**config.mk**
```make
export PLATFORM = sky130hd
export DESIGN_NAME = ls_unit
export DESIGN_NICKNAME = d
export VERILOG_FILES = /design/src/rtl/lsu_pkg.sv /design/src/rtl/lsu_agen.sv /design/src/rtl/lsu_store.sv /design/src/rtl/lsu_resp.sv /design/src/rtl/ls_unit.sv
export SDC_FILE = /design/constraint.sdc
export NUM_CORES = 1
export LEC_CHECK = 0
export CAP_MARGIN = 5
export CORE_MARGIN = 4
export CORE_UTILIZATION = 29
export CTS_CLUSTER_SIZE = 10
export DETAILED_ROUTE_END_ITERATION = 6
export PLACE_DENSITY = 0.7
export SYNTH_ARGS = -nofsm -noshare
export SYNTH_HDL_FRONTEND = slang
export SYNTH_SLANG_ARGS = --single-unit
```
**constraint.sdc**
```tcl
create_clock -name clk -period 2.9 [get_ports clk]
set_input_delay 0.435 -clock clk [delete_from_list [all_inputs] [get_ports clk]]
set_output_delay 0.435 -clock clk [all_outputs]
set_load 0.05 [all_outputs]
```
**src/rtl/lsu_pkg.sv**
```systemverilog
package lsu_pkg;

  typedef enum logic [1:0] {
    OP_LDW = 2'b00,
    OP_STW = 2'b01,
    OP_LDB = 2'b10,
    OP_STB = 2'b11
  } lsu_op_e;

  // bit 0 of the code marks a store, bit 1 marks a byte access
  function automatic logic op_is_store(input logic [1:0] op);
    return op[0];
  endfunction

  function automatic logic op_is_word(input logic [1:0] op);
    return ~op[1];
  endfunction

endpackage

```
**src/rtl/lsu_agen.sv**
```systemverilog
module lsu_agen #(
  parameter int ADDR_W = 32,
  parameter int OFF_W  = 16,
  parameter int LANE_W = 2
) (
  input  logic                     req_valid,
  input  logic [1:0]               req_op,
  input  logic [ADDR_W-1:0]        base,
  input  logic [OFF_W-1:0]         offset,
  output logic [ADDR_W-LANE_W-1:0] word_addr,
  output logic [LANE_W-1:0]        lane,
  output logic                     misalign
);
  import lsu_pkg::*;

  localparam int EXT_W = ADDR_W - OFF_W;

  logic [ADDR_W-1:0] off_ext;
  logic [ADDR_W-1:0] eff_addr;

  always_comb begin
    off_ext   = {{EXT_W{offset[OFF_W-1]}}, offset};
    eff_addr  = base + off_ext;
    word_addr = eff_addr[ADDR_W-1:LANE_W];
    lane      = eff_addr[LANE_W-1:0];
    misalign  = req_valid & op_is_word(req_op) & (|eff_addr[LANE_W-1:0]);
  end

endmodule

```
**src/rtl/lsu_store.sv**
```systemverilog
module lsu_store #(
  parameter int DATA_W = 32,
  parameter int LANES  = DATA_W / 8,
  parameter int LANE_W = $clog2(LANES)
) (
  input  logic              req_valid,
  input  logic [1:0]        req_op,
  input  logic [LANE_W-1:0] lane,
  input  logic              misalign,
  input  logic [DATA_W-1:0] store_data,
  output logic [LANES-1:0]  mem_we,
  output logic [DATA_W-1:0] mem_wdata
);
  import lsu_pkg::*;

  logic do_store;
  logic word_op;

  always_comb begin
    do_store = req_valid & op_is_store(req_op);
    word_op  = op_is_word(req_op);
  end

  // big-endian lanes: byte offset k lives in enable bit LANES-1-k
  for (genvar i = 0; i < LANES; i++) begin : g_lane
    localparam int OFS = LANES - 1 - i;
    logic hit;
    always_comb begin
      hit = (lane == LANE_W'(OFS));
      mem_we[i] = do_store & (word_op ? ~misalign : hit);
      mem_wdata[8*i +: 8] = word_op ? store_data[8*i +: 8] : store_data[7:0];
    end
  end

endmodule

```
**src/rtl/lsu_resp.sv**
```systemverilog
module lsu_resp #(
  parameter int DATA_W = 32,
  parameter int LANES  = DATA_W / 8,
  parameter int LANE_W = $clog2(LANES)
) (
  input  logic              clk,
  input  logic              rst_n,
  input  logic              req_valid,
  input  logic [1:0]        req_op,
  input  logic [LANE_W-1:0] lane,
  input  logic              misalign,
  input  logic [DATA_W-1:0] mem_rdata,
  output logic              load_valid,
  output logic [DATA_W-1:0] load_data
);
  import lsu_pkg::*;

  typedef struct packed {
    logic              vld;
    logic              byte_op;
    logic              err;
    logic [LANE_W-1:0] lane;
  } ctx_t;

  ctx_t ctx_d;
  ctx_t ctx_q;
  logic ctx_en;

  // next state
  always_comb begin
    ctx_d     = ctx_q;
    ctx_d.vld = req_valid & ~op_is_store(req_op);
    if (req_valid) begin
      ctx_d.byte_op = ~op_is_word(req_op);
      ctx_d.err     = misalign;
      ctx_d.lane    = lane;
    end
    ctx_en = req_valid | ctx_q.vld;
  end

  // register
  always_ff @(posedge clk or negedge rst_n) begin
    if (!rst_n) begin
      ctx_q <= '0;
    end else if (ctx_en) begin
      ctx_q <= ctx_d;
    end
  end

  // byte pick, offset 0 = most significant byte
  logic [7:0] bytes [LANES];
  for (genvar k = 0; k < LANES; k++) begin : g_pick
    always_comb bytes[k] = mem_rdata[DATA_W-1-8*k -: 8];
  end

  logic [7:0] sel_byte;

  always_comb begin
    sel_byte   = bytes[ctx_q.lane];
    load_valid = ctx_q.vld;
    if (ctx_q.err) begin
      load_data = '0;
    end else if (ctx_q.byte_op) begin
      load_data = {{(DATA_W-8){sel_byte[7]}}, sel_byte};
    end else begin
      load_data = mem_rdata;
    end
  end

endmodule

```
**src/rtl/ls_unit.sv**
```systemverilog
module ls_unit #(
  parameter int ADDR_W = 32,
  parameter int OFF_W  = 16,
  parameter int DATA_W = 32
) (
  input  logic                                      clk,
  input  logic                                      rst_n,
  input  logic                                      req_valid,
  input  logic [1:0]                                req_op,
  input  logic [ADDR_W-1:0]                         base,
  input  logic [OFF_W-1:0]                          offset,
  input  logic [DATA_W-1:0]                         store_data,
  output logic [ADDR_W-$clog2(DATA_W/8)-1:0]        mem_addr,
  output logic [DATA_W/8-1:0]                       mem_we,
  output logic [DATA_W-1:0]                         mem_wdata,
  input  logic [DATA_W-1:0]                         mem_rdata,
  output logic                                      misalign,
  output logic                                      load_valid,
  output logic [DATA_W-1:0]                         load_data
);

  localparam int LANES  = DATA_W / 8;
  localparam int LANE_W = $clog2(LANES);

  logic [LANE_W-1:0] lane;

  lsu_agen #(
    .ADDR_W (ADDR_W),
    .OFF_W  (OFF_W),
    .LANE_W (LANE_W)
  ) u_agen (
    .req_valid (req_valid),
    .req_op    (req_op),
    .base      (base),
    .offset    (offset),
    .word_addr (mem_addr),
    .lane      (lane),
    .misalign  (misalign)
  );

  lsu_store #(
    .DATA_W (DATA_W),
    .LANES  (LANES),
    .LANE_W (LANE_W)
  ) u_store (
    .req_valid  (req_valid),
    .req_op     (req_op),
    .lane       (lane),
    .misalign   (misalign),
    .store_data (store_data),
    .mem_we     (mem_we),
    .mem_wdata  (mem_wdata)
  );

  lsu_resp #(
    .DATA_W (DATA_W),
    .LANES  (LANES),
    .LANE_W (LANE_W)
  ) u_resp (
    .clk        (clk),
    .rst_n      (rst_n),
    .req_valid  (req_valid),
    .req_op     (req_op),
    .lane       (lane),
    .misalign   (misalign),
    .mem_rdata  (mem_rdata),
    .load_valid (load_valid),
    .load_data  (load_data)
  );

endmodule

```
==> reports/summary.txt <==
Synth Register Bits: 5
Final Cycle Share: 1.03
Worst Path Max Fanout: 5
Critical Path Start Type: primary input
Reg2reg setup slack: 1.87 ns
Clk buf depth: 2
Status: finished with violations
Failing checks: negative setup slack
First-pass GRT wire length: 24.2 mm
# rows: 36
Count of nets after finishing: 898
Pre-antenna DRT Iters: 5
Die area: 11,600 um2
Setup Viol. Count Final: 6
Setup TNS: -0.345 ns
CTS sink cnt: 5
Leak: 0.00342 uW
Final hold slack: 0.439 ns
Vias per cell: 5.30
FF-to-FF End: u_resp.ctx_q[3]
Total of max-cap violations: 0
Die X: 108 um
Slowest library cell on the worst path: a221o_1
Mapped Nets: 569
Cell accounting for the most synthesized area: ha_1
Core area: 9730 um2
Critical path arrival: 2.56 ns
Initial antenna violation count: 1
Synthesized area per cell: 6.88 um2
Initial drt markers: 329
Area contributors post-synth: ha_1, a21oi_1, xnor2_1
Mapped Cells: 420
CP top delay family: compound AO/OA/AOI/OAI gates
Worst IR Drop VDD: 0.320 mV
Most used cell, CP: buf_12
DRC viols: 0
Commonest non-fill, non-tap cells in the layout: buf_4, clkdlybuf4s50_1, buf_12, a21oi_1, inv_1
Syn-to-layout area delta: 162%
Crit-path cells: buf_12, buf_8, ha_4, a21oi_4, and2_4, o21ai_2, a221o_1, a21o_4, buf_6, a221oi_4, xnor2_4, buf_12
Post-synth EDFFs: 0
Largest net degree at the start of global routing: 34
Fin crit period: 2.99 ns
Maximum clock frequency: 334 MHz
HP Class: primary input to asynchronous set/reset pin
Total power: 3130 uW
Chip height: 108 um
Fillers: 588
I/O Pins: 217
Ratio of cells with drive above 1 in the final layout: 0.512
Max-slew headroom: 0.609
Power Density: 413 nW/um2
CTS clk-pin slew, worst paths: 0.04 ns
Worst Path Buf+Inv: 4
Pre-CTS setup slack: -0.624 ns
R2r startpoint: u_resp.ctx_q[3]
Leading cell type in the layout, fill and taps excluded: buf_4
Final Hold Fails: 0
Synthesized cell area: 2890 um2
Vias in the first global route: 4,737
Skew final: 0 ns
Synth unique cells: 47
CTS buffer count: 3
Post-DP Area: 6660 um2
Final WS setup: -0.0949 ns
CTS tree: built
CTS H-tree lvls: 1
CP Capture Type: output pin
Sequential fraction of the synthesis area: 0.0433
Worst-Skew Late Latency: 0.22 ns
Synth Warn #: 0
Worst path max stage delay: 0.34 ns
Routability cong.: 0.839
Drt total wl: 17.1 mm
Routed Antenna Nets: 0
HPWL Detailed: 12.0 mm
Starting Density: 0.297
Top FF cell, synth: dfrtp_1
Async SR Flop Fraction: 1.00
GR Overflow Total: 0
Post-synth top area share: 0.134
Final instance area: 7580 um2
Vias post-DR: 4,672
Crit Path Class: primary input to output pin
Unrepaired setup endpoints after global routing: true
All-Layer GR Usage: 0.260
Routed WL per cell: 19.4 um
Least-Margin Pin Slew: 0.581 ns
Clock Tree Root: clkbuf_8
R2R depth: 2
Required time worst endpoint: 2.47 ns
Slew Limit Fails: 0
Port Buffers: 216
-- how the worst max path moves through the flow --
stage	start	endpoint	slack, ns	cells after the start
final	offset[15]	mem_addr[24]	-0.09	12
after floorplan	offset[0]	mem_addr[26]	-0.17	10
after global routing	base[4]	mem_addr[27]	-0.16	10
after CTS	offset[9]	mem_addr[27]	-0.16	11
after global placement	offset[15]	mem_addr[24]	-0.59	10
after detailed placement	base[0]	mem_addr[28]	-0.62	12
-- metrics by stage --
stage | cells | util
detailed placement | 853 | 0.684
global placement | 853 | 0.684
finish | 882 | 0.779
CTS | 877 | 0.749
global route | 882 | 0.779
floorplan | 420 | -
-- synthesized netlist by cell type, types with 3 or more instances --
library cell and count:
inv_1 40, xor2_1 8, nand4_1 5, nor3_1 5, o21bai_1 5, xnor2_1 23
nand2b_1 28, buf_4 10, a31oi_1 3, o211ai_1 4, o21ai_2 3, nand3_1 6
mux4_2 8, nand2_1 34, dfrtp_1 5, o21ai_0 37, o21a_1 4, a21o_1 16
ha_1 31, nor2b_1 3, a211oi_1 4, nor2_1 26, a21oi_1 59, clkbuf_1 16
mux2i_1 7
-- report_power, final --
part / switching (uW) / internal (uW) / total (uW) / leakage [uW]
clock network: 38.4 / 94.7 / 133 / 0.0000228
logic: 1570 / 1340 / 2910 / 0.00333
registers: 5.29 / 78.3 / 83.6 / 0.0000610
total: 1620 / 1510 / 3130 / 0.00342
-- flip-flops by register name, indices dropped and copies added, names as in the netlist --
signal             flops
u_resp.ctx_q           4
u_resp.load_valid      1
-- layer usage --
metal	GRT usage	wire, um	vias to the layer above
li1	-	-	2147
met1	0.285	6160	2244
met2	0.510	9160	238
met3	0.0504	1380	41
met4	0.0532	408	2
met5	0	15	-
-- layout make-up --
class	instances	area [um2]	area share
Timing Repair Buffer	353	3680	0.486
Multi-Input combinational cell	346	3400	0.449
Tap cell	133	166	0.0220
Inverter	40	153	0.0201
Sequential cell	5	125	0.0165
Clock buffer	4	45.0	0.00594
Antenna cell	1	2.50	0.000330
-- cell families (layout without fill, tap and decap cells) --
logic type,after synthesis,count (layout),share of synthesized area
flip-flops,5,5,0.0433
buffers and inverters,69,397,0.103
AND/OR/NAND/NOR,115,115,0.193
XOR/XNOR,31,31,0.0939
adder cells (fa/ha/maj),32,32,0.141
multiplexers,17,17,0.0943
other,0,1,0
AO/OA/AOI/OAI,151,151,0.331
-- timing repair --
action | 4_1_cts | 5_1_grt
buffers inserted | 22 | 8
hold buffers | 0 | 0
endpoints found under the setup margin | 27 | 22
gates cloned | 0 | 0
resized for setup | 212 | 81
pin swaps | 60 | 57
Note: power is estimated with default switching activity, not from simulation.
